==> src/rtl/burst_seq_pkg.sv <==
// Package: shared types for the burst address generator.
// Assumes: a single clock domain; all consumers import this package.
package burst_seq_pkg;

    // Per-edge action decoded from the control pins.
    typedef enum logic [1:0] {
        ACT_HOLD  = 2'd0,  // no state change
        ACT_START = 2'd1,  // capture address, begin burst
        ACT_STOP  = 2'd2,  // deselect, end burst
        ACT_STEP  = 2'd3   // advance the beat counter
    } burst_act_e;

endpackage

==> src/rtl/burst_ctrl.sv <==
// Module: burst_ctrl
// Decodes clock enable, load/advance and start request into one action per edge.
// Assumes: inputs are synchronous to the clock; reset is handled by the registers.
module burst_ctrl
    import burst_seq_pkg::*;
(
    input  logic       clk_en_n,
    input  logic       adv_nload,
    input  logic       start_req,
    input  logic       active,
    output burst_act_e action
);

    // Priority: clock enable gates everything, then load beats advance.
    always_comb begin
        if (clk_en_n) begin
            action = ACT_HOLD;
        end else if (!adv_nload) begin
            action = start_req ? ACT_START : ACT_STOP;
        end else if (active) begin
            action = ACT_STEP;
        end else begin
            action = ACT_HOLD;
        end
    end

endmodule

==> src/rtl/burst_addr_reg.sv <==
// Module: burst_addr_reg
// Holds the address captured at the start of a burst.
// Assumes: only ACT_START changes the stored address; reset clears it.
module burst_addr_reg
    import burst_seq_pkg::*;
#(
    parameter int ADDR_W = 18
) (
    input  logic              clk,
    input  logic              rst_n,
    input  burst_act_e        action,
    input  logic [ADDR_W-1:0] addr_in,
    output logic [ADDR_W-1:0] base_addr
);

    // Capture the external address on a start; otherwise keep it.
    always_ff @(posedge clk) begin
        if (!rst_n) begin
            base_addr <= '0;
        end else if (action == ACT_START) begin
            base_addr <= addr_in;
        end
    end

    // the base changes only on a start edge.
    assert_base_hold_R6: assert property (@(posedge clk) disable iff (!rst_n)
        (action != ACT_START) |=> $stable(base_addr));

endmodule

==> src/rtl/burst_step_cnt.sv <==
// Module: burst_step_cnt
// Counts beats since the last load and tracks whether a burst is active.
// Assumes: the count wraps naturally at 2**CNT_W beats.
module burst_step_cnt
    import burst_seq_pkg::*;
#(
    parameter int CNT_W = 2
) (
    input  logic             clk,
    input  logic             rst_n,
    input  burst_act_e       action,
    output logic [CNT_W-1:0] step,
    output logic             active
);

    // Update beat count and active flag according to the decoded action.
    always_ff @(posedge clk) begin
        if (!rst_n) begin
            step   <= '0;
            active <= 1'b0;
        end else begin
            case (action)
                ACT_START: begin
                    step   <= '0;
                    active <= 1'b1;
                end
                ACT_STOP:  active <= 1'b0;
                ACT_STEP:  step   <= step + 1'b1;
                default:   ;
            endcase
        end
    end

    // with no burst, a hold leaves the flag low.
    assert_idle_stays_R8: assert property (@(posedge clk) disable iff (!rst_n)
        (!active && action == ACT_HOLD) |=> (!active && $stable(step)));

    // a deselect drops the active flag.
    assert_stop_clears_R3: assert property (@(posedge clk) disable iff (!rst_n)
        (action == ACT_STOP) |=> !active);

endmodule

==> src/rtl/burst_order_map.sv <==
// Module: burst_order_map
// Maps starting low bits and beat count to the current low address bits.
// Assumes: the order strap is static within a burst.
module burst_order_map #(
    parameter int CNT_W = 2
) (
    input  logic             interleave,
    input  logic [CNT_W-1:0] start_lo,
    input  logic [CNT_W-1:0] step,
    output logic [CNT_W-1:0] lo_out
);

    logic [CNT_W-1:0] lin_lo;
    logic [CNT_W-1:0] ilv_lo;

    // Linear order: modular add of the beat count.
    always_comb lin_lo = start_lo + step;

    // Interleaved order: bitwise XOR, one bit per generated slice.
    for (genvar b = 0; b < CNT_W; b++) begin : g_ilv
        assign ilv_lo[b] = start_lo[b] ^ step[b];
    end

    // Select the order picked by the strap.
    always_comb lo_out = interleave ? ilv_lo : lin_lo;

endmodule

==> src/rtl/burst_addr_gen.sv <==
// Module: burst_addr_gen (top)
// Generates the per-beat address of a four-beat burst, linear or interleaved.
// Assumes: ADDR_W > CNT_W; synchronous active-low reset overrides clock enable.
module burst_addr_gen
    import burst_seq_pkg::*;
#(
    parameter int ADDR_W = 18
) (
    input  logic              clk,
    input  logic              rst_n,
    input  logic              clk_en_n,
    input  logic              adv_nload,
    input  logic              start_req,
    input  logic              order_ilv,
    input  logic [ADDR_W-1:0] addr_in,
    output logic [ADDR_W-1:0] addr_out,
    output logic              burst_active
);

    localparam int CNT_W = 2;
    localparam int HI_W  = ADDR_W - CNT_W;

    burst_act_e        action;
    logic [ADDR_W-1:0] base_addr;
    logic [CNT_W-1:0]  step;
    logic [CNT_W-1:0]  lo_bits;

    burst_ctrl u_ctrl (
        .clk_en_n  (clk_en_n),
        .adv_nload (adv_nload),
        .start_req (start_req),
        .active    (burst_active),
        .action    (action)
    );

    burst_addr_reg #(.ADDR_W(ADDR_W)) u_areg (
        .clk       (clk),
        .rst_n     (rst_n),
        .action    (action),
        .addr_in   (addr_in),
        .base_addr (base_addr)
    );

    burst_step_cnt #(.CNT_W(CNT_W)) u_cnt (
        .clk    (clk),
        .rst_n  (rst_n),
        .action (action),
        .step   (step),
        .active (burst_active)
    );

    burst_order_map #(.CNT_W(CNT_W)) u_map (
        .interleave (order_ilv),
        .start_lo   (base_addr[CNT_W-1:0]),
        .step       (step),
        .lo_out     (lo_bits)
    );

    // Join fixed upper bits with the sequenced low bits.
    always_comb addr_out = {base_addr[ADDR_W-1:CNT_W], lo_bits};

    // a start edge presents the captured address next cycle.
    assert_load_addr_R2: assert property (@(posedge clk) disable iff (!rst_n)
        (!clk_en_n && !adv_nload && start_req)
        |=> (burst_active && addr_out == $past(addr_in)));

    // a masked clock holds the outputs.
    assert_ce_hold_R7: assert property (@(posedge clk) disable iff (!rst_n)
        clk_en_n |=> ($stable(addr_out) && $stable(burst_active)
                      || !$stable(order_ilv)));

    // an advance keeps the upper address bits.
    assert_upper_fixed_R6: assert property (@(posedge clk) disable iff (!rst_n)
        (!clk_en_n && adv_nload)
        |=> (addr_out[ADDR_W-1:CNT_W] == $past(addr_out[ADDR_W-1:CNT_W])));

    // a linear advance adds one to the low bits.
    assert_linear_step_R4: assert property (@(posedge clk) disable iff (!rst_n)
        (!clk_en_n && adv_nload && burst_active && !order_ilv)
        |=> (order_ilv || addr_out[CNT_W-1:0] == $past(addr_out[CNT_W-1:0]) + 1'b1));

    // an advance with no burst is ignored.
    assert_idle_adv_R8: assert property (@(posedge clk) disable iff (!rst_n)
        (!clk_en_n && adv_nload && !burst_active)
        |=> (!burst_active && ($stable(addr_out) || !$stable(order_ilv))));

    // reset clears outputs even with the clock masked.
    assert_reset_clear_R1: assert property (@(posedge clk)
        !rst_n |=> (!burst_active && addr_out == '0));

    initial assert (HI_W > 0) else $error("ADDR_W must exceed the counter width");

endmodule

==> config.mk <==
export PLATFORM = sky130hd
export DESIGN_NAME = burst_addr_gen
export DESIGN_NICKNAME = d
export VERILOG_FILES = /design/src/rtl/burst_seq_pkg.sv /design/src/rtl/burst_ctrl.sv /design/src/rtl/burst_addr_reg.sv /design/src/rtl/burst_step_cnt.sv /design/src/rtl/burst_order_map.sv /design/src/rtl/burst_addr_gen.sv
export SDC_FILE = /design/constraint.sdc
export NUM_CORES = 1
export LEC_CHECK = 0
export ABC_AREA = 1
export BUFFER_PORTS_ARGS = -buffer_cell sky130_fd_sc_hd__buf_4
export CORE_UTILIZATION = 52
export CTS_BUF_LIST = sky130_fd_sc_hd__clkbuf_4 sky130_fd_sc_hd__clkbuf_8
export DETAILED_ROUTE_END_ITERATION = 16
export PLACE_DENSITY = 0.91
export SKIP_CTS_REPAIR_TIMING = 1
export SYNTH_ARGS = -nofsm -noshare
export SYNTH_HDL_FRONTEND = slang
export SYNTH_SLANG_ARGS = --single-unit
==> constraint.sdc <==
create_clock -name clk -period 2.3 [get_ports clk]
set_input_delay 0.46 -clock clk [delete_from_list [all_inputs] [get_ports clk]]
set_output_delay 0.46 -clock clk [all_outputs]
set_load 0.05 [all_outputs]
# == Word level (Yosys, flattened, before mapping) ==
# Index checks and enable logic that the tools add are counted.
# totals
register_bits,21
out_inout_bits,19
word_cells,19
in_bits,24
# classes
add_sub_neg,2
n_mux,7
n_reduce_logical,2
n_bitwise,2
eq_ne,3
# ops
op,n
two-way mux 2 bit,5
== test 2 bit (second input constant),2
one-hot mux 2 bit (2 select lines),1
nonzero test 2 bit,2
adder 2 x 1 -> 2 bit (second input constant),1
adder 2 bit,1
== test 2 x 1 -> 1 bit (second input constant),1
one-hot mux 1 bit (2 select lines),1
bitwise XOR 1 bit,2

# == Depth between registers and ports, before layout ==
# Gate-level depths: netlist (run 1).
# logic_depth
depth_word,5
ltp_mapped,11
depth_no_buf,9

# == Modules after synthesis ==
# A second synthesis (run 1) with hierarchy kept.
# unflattened
hier_cells,162
area_unflattened_um2,1123.6
# modules_own_cells
module,seq_area_each_um2,area_per_inst_um2,n_inst,cells_each
burst_addr_reg,360.3,859.6,1,117
burst_step_cnt,60.1,162.7,1,21
burst_order_map,0.0,67.6,1,15
burst_ctrl,0.0,33.8,1,9

# == Worst setup path before layout (run 1) ==
# OpenSTA, ideal clock, no wires.
# synth_timing
path_kind,reg2reg
startpoint,reg u_cnt.active
endpoint,reg u_areg.base_addr[16]
t_arrival_ns,1.651
period_less_slack_ns,1.766
path_buffers,2
path_stages_with_launch,11
setup_time_ns,0.116
slack_ns,0.534
path_cell_list,dfxtp_1 inv_1 nand2_1 nand2_1 nor2_1 inv_1 ha_1 buf_6 buf_6 o21ai_0 nor2_1
# synth_via
elab_chain_len,4
# synth_lines
item,line,rtl
"start, declared",burst_step_cnt.sv:13,output logic active
"start signal, assigned",burst_step_cnt.sv:20,active <= 1'b0;
"start signal, assigned",burst_step_cnt.sv:25,active <= 1'b1;
"start signal, assigned",burst_step_cnt.sv:27,ACT_STOP: active <= 1'b0;
two-way mux 2 bit,burst_ctrl.sv:20,end else if (active) begin
two-way mux 2 bit,burst_ctrl.sv:18,end else if (!adv_nload) begin
two-way mux 2 bit,burst_ctrl.sv:16,if (clk_en_n) begin
== test 2 x 1 -> 1 bit,burst_addr_reg.sv:20,end else if (action == ACT_START) begin
"end signal, assigned",burst_addr_reg.sv:21,base_addr <= addr_in;
"end, declared",burst_addr_reg.sv:13,output logic [ADDR_W-1:0] base_addr
# Every way passes these cells.
# A chain may end at the register's enable or synchronous reset.

# == Worst setup path after layout (run 1) ==
# layout_timing
startpoint,reg u_cnt.step[0]
endpoint,out addr_out[1]
# layout_via
elab_chain_len,2
# layout_lines
item,line,rtl
"start, declared",burst_step_cnt.sv:12,"output logic [CNT_W-1:0] step,"
"start signal, assigned",burst_step_cnt.sv:28,ACT_STEP: step <= step + 1'b1;
adder 2 bit,burst_order_map.sv:17,always_comb lin_lo = start_lo + step;
two-way mux 2 bit,burst_order_map.sv:25,always_comb lo_out = interleave ? ilv_lo : lin_lo;
"end, declared",burst_addr_gen.sv:16,"output logic [ADDR_W-1:0] addr_out,"
# Every way passes these cells.

==> metrics.md, run 1 <==
| Metric | Value |
|---|---|
| Yosys top cell area share | 40.7% |
| VDD IR max | 0.414 mV |
| First-pass GRT wire length | 2.95 mm |
| Initial DRC Count | 11 |
| Reg-to-reg startpoint | u_cnt.active$_SDFFE_PN0P_ |
| Distinct cells, synth | 19 |
| WP data arrival | 1.36 ns |
| I/O Buffers | 42 |
| Most frequent cells in the layout | buf_4, nor2_1, dfxtp_1 |
| CTS max path bufs | 2 |
| Setup_tns | 0 ns |
| Routed wire length per instance | 10.8 um |
| Hold crit path type | in2reg |
| Worst-path clk slew | 0.11 ns |
| Final GP Congestion | 0.586 |
| Area Overhead vs Synth | 19.5% |
| Worst R2R End | u_areg.base_addr[17]$_SDFFE_PN0N_ |
| Final period util | 79.0% |
| Pins Over Slew Limit | 0 |
| Crit. End Element | output pin |
| DR pass1 iterations | 3 |
| # IOs | 43 |
| Synth top area cells | dfxtp_1, nor2_1, buf_4 |
| CP startpoint kind | register |
| Synth warn | 0 |
| Status | finished, final reports clean |
| Met3 Usage GRT | 3.53% |
| LEAKAGE | 0.642 nW |
| Fraction of layout cells with a size suffix above 1 | 34.0% |
| Maximum clock rate | 551 MHz |
| Grt ovf | 0 |
| Initial Util | 57.4% |
| Clock Skew | 0.00129 ns |
| Vias per std cell | 4.71 |
| Commonest non-fill, non-tap cell in the layout | buf_4 |
| Die W | 46.6 um |
| Synth Cell Area | 0.00103 sq mm |
| Rel. slew slack | 54.2% |
| Hold Violations, Final | 0 |
| DRC viols | 0 |
| Synth Area per Inst | 7.71 sq um |
| Slew @ Worst Pin | 0.687 ns |
| Crit-path max FO | 4 |
| Endpoints failing setup | 0 |
| Vias in the first global route | 724 |
| H-Tree Depth | 1 |
| # fillers | 177 |
| Area leader, netlist | dfxtp_1 |
| Reg2reg setup slack | 0.54 ns |
| Die Y | 46.6 um |
| Synth Instances | 134 |
| Antenna Nets Post-Route | 0 |
| Core area | 0.00180 sq mm |
| Hold path startpoint | addr_in[6] |
| Data required, critical path | 1.84 ns |
| Antenna violations before repair | 0 |
| Synthesized Nets | 161 |
| TritonCTS Sinks | 21 |
| Met2 GRT Util | 31.7% |
| FF-to-FF path depth | 8 |
| CP Class | reg2out |
| Largest net degree at the start of global routing | 21 |
| Cell chosen for the clock root | clkbuf_4 |
| Cell Pwr Density | 691 mW/mm^2 |
| Row count | 15 |
| Post-synthesis register bit count | 21 |
| Die Area | 0.00217 sq mm |
| CTS Buf Count | 3 |
| Hold Path Depth | 3 |
| GRT Total Usage | 19.0% |
| Hold worst-path end | u_areg.base_addr[6]$_SDFFE_PN0N_ |
| # Max-Cap Violations | 0 |
| Grt peak-use layer | met2 |
| RSZ-0062 raised after global routing | no |
| Nets | 187 |
| Total wire length | 1.98 mm |
| Final min period | 1.82 ns |
| Ant diodes | 0 |
| Routing usage on met1 | 24.0% |
| Seq/Total Area, Yosys | 40.7% |
| Worst skew pair latency | 0.29 ns |
| CTS tree | yes |
| Total power | 854 uW |
| DPL Wire Length | 1.53 mm |
| Vias after detailed routing | 867 |
how the worst max path moves through the flow:
stage	from	endpoint	slack, ns	cells after the start
4_1_cts	u_cnt.step[0]$_SDFFE_PN0P_	addr_out[1]	0.47	6
2_1_floorplan	u_cnt.active$_SDFFE_PN0P_	u_areg.base_addr[16]$_SDFFE_PN0N_	0.53	10
3_3_place_gp	adv_nload	u_areg.base_addr[9]$_SDFFE_PN0N_	0.46	8
6_report	u_cnt.step[0]$_SDFFE_PN0P_	addr_out[1]	0.48	6
5_1_grt	u_cnt.active$_SDFFE_PN0P_	u_areg.base_addr[17]$_SDFFE_PN0N_	0.33	8
3_5_place_dp	adv_nload	u_areg.base_addr[10]$_SDFFE_PN0N_	0.38	8
cell families (layout without fill, tap and decap cells):
kind of cell               after synthesis  count (layout)  share of synthesized area, %
AOI/OAI and AO/OA                       21              21                          10.2
buffers and inverters                   34              59                          22.4
and+or+nand+nor                         53              53                          21.4
xor gates and xnor gates                 2               2                          1.70
adders and majority gates                3               3                          3.63
DFF                                     21              21                          40.7
layer usage:
metal  up-vias  part of all wire [%]
met5         -                     0
met3         0                   6.7
li1        448                     -
met1       386                    46
met4         0                     0
met2        33                    47
area by class of cell:
type                            count  area [sq um]  share of cell area (%)
Inverter                           13          56.3                    4.56
Sequential cell                    21           420                    34.0
Tap cell                           25          31.3                    2.53
Multi-Input combinational cell     79           382                    30.9
Timing Repair Buffer               42           315                    25.5
Clock buffer                        4          30.0                    2.43
flip-flops by register name, indices dropped and copies added, names as in the netlist:
register,cells
u_cnt.step,2
u_areg.base_addr,18
u_cnt.active,1
power breakdown:
group,switching [mW],leakage [nW],internal [mW],total (mW)
clock network,0.104,0.0184,0.0792,0.183
logic,0.171,0.452,0.0877,0.259
registers,0.0183,0.172,0.393,0.412
stage by stage:
stage	instances	hold WS (ns)	util, %	worst slack, ns	cell area, sq um
after global routing	184	0.371	68.5	0.330	1230
after global placement	180	0.469	66.9	0.460	1200
after CTS	184	0.377	68.5	0.474	1230
after floorplan	134	0.454	-	0.534	1030
final	184	0.381	68.5	0.484	1230
after detailed placement	180	0.493	66.9	0.385	1200
Yosys cell counts (all sizes together):
cell type	instances
nor2	43
dfxtp	21
buf	20
o21ai	19
inv	13
nand2	8
ha	3
a21oi	2
nand3	2
clkbuf	1
xnor2	1
xor2	1
critical path: stages (launching register included):
cell and delay (ns):
dfxtp_1 0.39, ha_1 0.16, inv_1 0.03, nor2_1 0.10, xor2_1 0.15, inv_1 0.06
buf_4 0.18
Note: power is estimated with default switching activity, not from simulation.
==> run 2: changes to the inputs <==
Settings changed: CORE_UTILIZATION 52 to 44, PLACE_DENSITY 0.91 to 0.82.
Clock period 2.3 ns to 1.5 ns, I/O delays scaled along.
==> run 2 against run 1 <==
Against the previous run: the run now ends with negative setup slack left; wire length is 3.4% lower; count of clock-buffer cells in the layout is 1 lower; sequential share of layout area is 1.6 points lower; first-iteration DRC count is 55% lower; critical path type unchanged; largest power group unchanged.
==> metrics.md, run 2 (synthesized netlist as in run 1, its figures left out) <==
| Metric | Value |
|---|---|
| Nets | 192 (+2.7%) |
| Clock Skew | 0.0101 ns (+0.00886 ns) |
| H-Tree Depth | 1 (unchanged) |
| Layout Utilization | 59.4% (-9.2 points) |
| Final min period | 1.57 ns |
| DR pass1 iterations | 4 (+1) |
| Row count | 17 (+2) |
| Total wire length | 1.91 mm (-3.4%) |
| Crit. End Element | output pin |
| Setup WS post-layout | -0.0687 ns (-0.552 ns) |
| Fraction of layout cells with a size suffix above 1 | 41.5% (+7.5 points) |
| CTS Buf Count | 3 (unchanged) |
| Core area | 0.00221 sq mm (+23%) |
| Cell Pwr Density | 1000 mW/mm^2 (+45%) |
| Fin area | 0.00131 sq mm (+6.4%) |
| DPL Wire Length | 1.35 mm (-11%) |
| # fillers | 212 (+20%) |
| Vias in the first global route | 796 (+9.9%) |
| Pins Over Slew Limit | 0 (unchanged) |
| CP Class | reg2out |
| # Max-Cap Violations | 0 (unchanged) |
| Die Area | 0.00255 sq mm (+17%) |
| Die Y | 50.5 um (+8.3%) |
| Endpoints failing setup | 1 (+1) |
| Ant diodes | 0 (unchanged) |
| LEAKAGE | 0.664 nW (+3.3%) |
| Cell chosen for the clock root | clkbuf_4 |
| Regs by FF count | u_areg.base_addr x18, u_cnt.step x2, u_cnt.active x1 |
| Vias per std cell | 4.47 (-5.2%) |
| Crit-path max FO | 2 (-2) |
| Worst skew pair latency | 0.30 ns (about the same) |
| Hold crit path type | in2reg |
| Most frequent cells in the layout | buf_4, nor2_1, dfxtp_1 |
| Initial Util | 46.7% (-11 points) |
| CTS tree | yes |
| Antenna violations before repair | 0 (unchanged) |
| GRT Total Usage | 16.1% (-2.9 points) |
| Worst-path clk slew | 0.12 ns (about the same) |
| Maximum clock rate | 637 MHz |
| Largest register FFs | 18 (unchanged) |
| Min Hold Slack | 0.217 ns (-0.164 ns) |
| Placed inst area | 0.00123 sq mm (+1.9%) |
| Slew @ Worst Pin | 0.181 ns (-0.506 ns) |
| DRC viols | 0 (unchanged) |
| Setup_tns | -0.0687 ns (-0.0687 ns) |
| Die W | 50.5 um (+8.3%) |
| # IOs | 43 (unchanged) |
| WP data arrival | 1.27 ns (-0.09 ns) |
| Hold Violations, Final | 0 (unchanged) |
| Grt ovf | 0 (unchanged) |
| Rel. slew slack | 87.8% (+34 points) |
| CTS max path bufs | 2 (unchanged) |
| Data required, critical path | 1.20 ns (-0.64 ns) |
| Status | finished, violations left |
| Pre-CTS setup slack | -0.00757 ns (-0.392 ns) |
| Final GP Congestion | 0.659 (+12%) |
| Initial DRC Count | 5 (-6) |
| RSZ-0062 raised after global routing | yes |
| CP startpoint kind | register |
| Largest net degree at the start of global routing | 21 (unchanged) |
| TritonCTS Sinks | 21 (unchanged) |
| First-pass GRT wire length | 3.19 mm (+8.2%) |
| Final period util | 105% |
| Antenna Nets Post-Route | 0 (unchanged) |
| Most flops, register | u_areg.base_addr |
| Commonest non-fill, non-tap cell in the layout | buf_4 |
| VDD IR max | 0.614 mV (+48%) |
| Failing checks | negative setup slack |
| Routed wire length per instance | 9.95 um (-7.5%) |
| I/O Buffers | 42 (unchanged) |
| Vias after detailed routing | 858 (-1.0%) |
| Area Overhead vs Synth | 27.1% |
==> run 2: cell count changes in the layout (fill, tap and decap cells not counted), moves of 2 or more <==
cell     delta
dfxtp_1     -3
nor2_1      -3
nor2_2      +3
o21ai_0     -3
o21ai_1     +3
buf_6       +2
dfxtp_2     +2
ha_1        -2
==> run 2: path summary, 6_finish.rpt <==
path | cells after the start | end | slack (ns) | start
max | 6 | addr_out[1] | -0.07 | u_cnt.step[0]$_SDFFE_PN0P_
min | 3 | u_areg.base_addr[1]$_SDFFE_PN0N_ | 0.22 | addr_in[1]
max reg2reg | 9 | u_areg.base_addr[9]$_SDFFE_PN0N_ | 0.07 | u_cnt.active$_SDFFE_PN0P_
min reg2reg | 2 | u_areg.base_addr[17]$_SDFFE_PN0N_ | 0.51 | u_areg.base_addr[17]$_SDFFE_PN0N_
==> run 2: metal layers <==
layer / up-vias / track usage, % / part of all wire, %
met5: - / 0 / 0
met4: 0 / 2.78 / 0
met3: 0 / 3.94 / 7.5
met2: 33 / 29.1 / 44
met1: 370 / 19.4 / 49
li1: 455 / - / -
==> run 2: per-stage QoR <==
step | power [mW] | instances
finish | 1.32 | 192
global route | 1.40 | 192
CTS | 1.32 | 189
detailed placement | 1.04 | 185
global placement | 1.04 | 185
floorplan | 0.970 | 134
==> run 2: cell type report <==
| type | count | area, sq um | area share, % |
|---|---|---|---|
| multi-input cells | 79 | 404 | 30.8 |
| flip-flops and latches | 21 | 427 | 32.5 |
| repair buffers | 46 | 350 | 26.7 |
| inverters | 13 | 61.3 | 4.67 |
| well taps | 28 | 35.0 | 2.67 |
| clock buffers | 3 | 22.5 | 1.71 |
| repair inverters | 1 | 8.76 | 0.667 |
| clock inverters | 1 | 5.00 | 0.381 |
==> run 2: power breakdown <==
| part | internal, mW | switching [mW] | total (mW) |
|---|---|---|---|
| clock network | 0.0992 | 0.167 | 0.267 |
| registers | 0.605 | 0.0272 | 0.632 |
| logic | 0.150 | 0.270 | 0.420 |
==> run 2: critical path, cell delays in order, from the launching register on <==
cell	delay [ns]
dfxtp_2	0.37
ha_4	0.13
inv_2	0.03
nor2_2	0.10
xor2_1	0.13
inv_1	0.06
buf_6	0.15
==> run 3: changes to the inputs <==
Settings changed: PLACE_DENSITY 0.82 to 0.75.
==> run 3 against run 2 <==
Against the previous run: the flow still finishes with violations (negative setup slack); global-route usage rose by 0.95 points; power rose by 0.86%; first-iteration DRC count rose by 100%; non-clock buffer count did not move; clock skew fell by 0.0066 ns; clock power rose by 4%; sequential cell count did not move; critical path type unchanged; critical endpoint unchanged; sequential power barely moved; final cell count fell by 0.52%; count of clock-buffer cells in the layout rose by 1; worst setup slack improved by 0.0095 ns.
==> metrics.md, run 3 (synthesized netlist as in run 1, its figures left out) <==
| Metric | Value |
|---|---|
| LEAKAGE | 0.665 nW (+0.14%) |
| Hold Path Depth | 3 (unchanged) |
| First-pass GRT wire length | 3.37 mm (+5.4%) |
| Clock power share | 20.9% (+0.7 points) |
| Nets | 191 (-0.52%) |
| Endpoints failing setup | 1 (unchanged) |
| Reg-to-reg startpoint | u_cnt.active$_SDFFE_PN0P_ |
| Most flops, register | u_areg.base_addr |
| Regs by FF count | u_areg.base_addr x18, u_cnt.step x2, u_cnt.active x1 |
| Largest stage delay, worst path | 0.37 ns (about the same) |
| Die Y | 50.5 um (unchanged) |
| Initial DRC Count | 10 (+5) |
| Crit. End Element | output pin |
| Final period util | 104% (-0.64 points) |
| Worst-path clk slew | 0.11 ns (about the same) |
| Crit path launch | u_cnt.step[0]$_SDFFE_PN0P_ |
| Row count | 17 (unchanged) |
| CP delay by family, top | flip-flops |
| WP data arrival | 1.26 ns (about the same) |
| FF-to-FF path depth | 9 (unchanged) |
| CP startpoint kind | register |
| # IOs | 43 (unchanged) |
| Total wire length | 2.05 mm (+7.2%) |
| Pint | 876 uW (+2.6%) |
| VDD IR max | 0.623 mV (+1.6%) |
| Ant diodes | 0 (unchanged) |
| CTS max path bufs | 2 (unchanged) |
| # fillers | 205 (-3.3%) |
| Setup WS post-layout | -0.0592 ns (+0.00955 ns) |
| Commonest non-fill, non-tap cell in the layout | buf_4 |
| Vias after detailed routing | 877 (+2.2%) |
| Most frequent cells in the layout | buf_4, nor2_1, dfxtp_1 |
| Setup_tns | -0.0592 ns (+0.00955 ns) |
| Switching pwr | 454 uW (-2.3%) |
| Cell chosen for the clock root | clkbuf_4 |
| Vias per std cell | 4.59 (+2.7%) |
| Worst path depth | 6 (unchanged) |
| Maximum clock rate | 641 MHz (+0.61%) |
| Layout Utilization | 58.9% (-0.51 points) |
| CTS tree | yes |
| Crit-path cells | ha_4 > inv_2 > nor2_2 > xor2_1 > inv_1 > buf_6 |
| CP Class | reg2out |
| Data required, critical path | 1.20 ns (about the same) |
| Fraction of layout cells with a size suffix above 1 | 39.9% (-1.6 points) |
| Die Area | 0.00255 sq mm (unchanged) |
| CTS Buf Count | 3 (unchanged) |
| # Max-Cap Violations | 0 (unchanged) |
| I/O Buffers | 42 (unchanged) |
| H-Tree Depth | 1 (unchanged) |
| Cell Pwr Density | 1020 mW/mm^2 (+1.7%) |
| DR pass1 iterations | 3 (-1) |
| Hold crit path type | in2reg |
| DRC viols | 0 (unchanged) |
| Vias in the first global route | 834 (+4.8%) |
| Initial Util | 46.7% (unchanged) |
| Final GP Congestion | 0.713 (+8.2%) |
| Grt ovf | 0 (unchanged) |
| Hold Violations, Final | 0 (unchanged) |
| Final min period | 1.56 ns (-0.00955 ns) |
| Die W | 50.5 um (unchanged) |
| Failing checks | negative setup slack |
| RSZ-0062 raised after global routing | yes |
| Core area | 0.00221 sq mm (unchanged) |
| Status | finished, violations left |
| DPL Wire Length | 1.55 mm (+15%) |
| Worst path bufs/invs | 3 (unchanged) |
| TritonCTS Sinks | 21 (unchanged) |
| Combinational fraction of design power | 31.5% (-0.4 points) |
| Total power | 1.33 mW (+0.86%) |
| Worst skew pair latency | 0.29 ns (about the same) |
| Area Overhead vs Synth | 26.0% |
| Pre-CTS setup slack | -0.0139 ns (-0.00633 ns) |
| Largest register FFs | 18 (unchanged) |
| Pins Over Slew Limit | 0 (unchanged) |
| Hold path startpoint | addr_in[14] |
| Crit-path max FO | 3 (+1) |
| Critical path's slowest cell | dfxtp_2 |
| Slew @ Worst Pin | 0.164 ns (-0.0163 ns) |
| Rel. slew slack | 88.9% (+1.1 points) |
| GRT Total Usage | 17.1% (+0.95 points) |
| Antenna violations before repair | 0 (unchanged) |
| Clock Skew | 0.00355 ns (-0.00660 ns) |
| Largest net degree at the start of global routing | 21 (unchanged) |
| Routed wire length per instance | 10.7 um (+7.8%) |
| Antenna Nets Post-Route | 0 (unchanged) |
| Reg power frac | 47.6% (-0.3 points) |
| Sw Ratio | 34.2% (-1.1 points) |
-- run 3: per-layer routing --
layer	GRT usage, %	routed length, um	up-vias
met4	4.63	0	0
met3	3.03	117	0
met5	0	0	-
met2	30.2	1060	25
li1	-	-	458
met1	21.1	872	394
-- run 3: worst paths after layout --
path | endpoint | slack [ns]
worst max-delay path | addr_out[1] | -0.06
worst min-delay path | u_areg.base_addr[14]$_SDFFE_PN0N_ | 0.23
worst max register to register | u_areg.base_addr[0]$_SDFFE_PN0N_ | 0.07
worst min register to register | u_areg.base_addr[4]$_SDFFE_PN0N_ | 0.50
-- run 3: worst min-delay path, stage by stage --
cell    delay, ns
buf_4        0.08
nor2_1       0.03
nor2_1       0.08
-- run 3: power groups by stage --
stage | Sequential [mW] | Combinational, mW | Clock (mW)
floorplan | 0.648 | 0.322 | 0
global placement | 0.641 | 0.398 | 0
detailed placement | 0.642 | 0.406 | 0
CTS | 0.630 | 0.407 | 0.293
global route | 0.639 | 0.451 | 0.323
finish | 0.633 | 0.419 | 0.278
-- run 3: layout make-up --
| cell class | count | area [sq um] | area share [%] |
|---|---|---|---|
| inverter | 13 | 61.3 | 4.71 |
| timing repair buffer | 46 | 350 | 26.9 |
| sequential | 21 | 427 | 32.8 |
| tap | 28 | 35.0 | 2.69 |
| clock buffer | 4 | 30.0 | 2.31 |
| multi-input combinational | 79 | 399 | 30.6 |
-- run 3: through the flow --
stage | area, sq um | hold slack [ns] | cells
floorplan | 1040 | 0.428 | 134
global placement | 1230 | 0.472 | 185
detailed placement | 1230 | 0.474 | 185
CTS | 1260 | 0.217 | 189
global route | 1300 | 0.213 | 191
finish | 1300 | 0.225 | 191
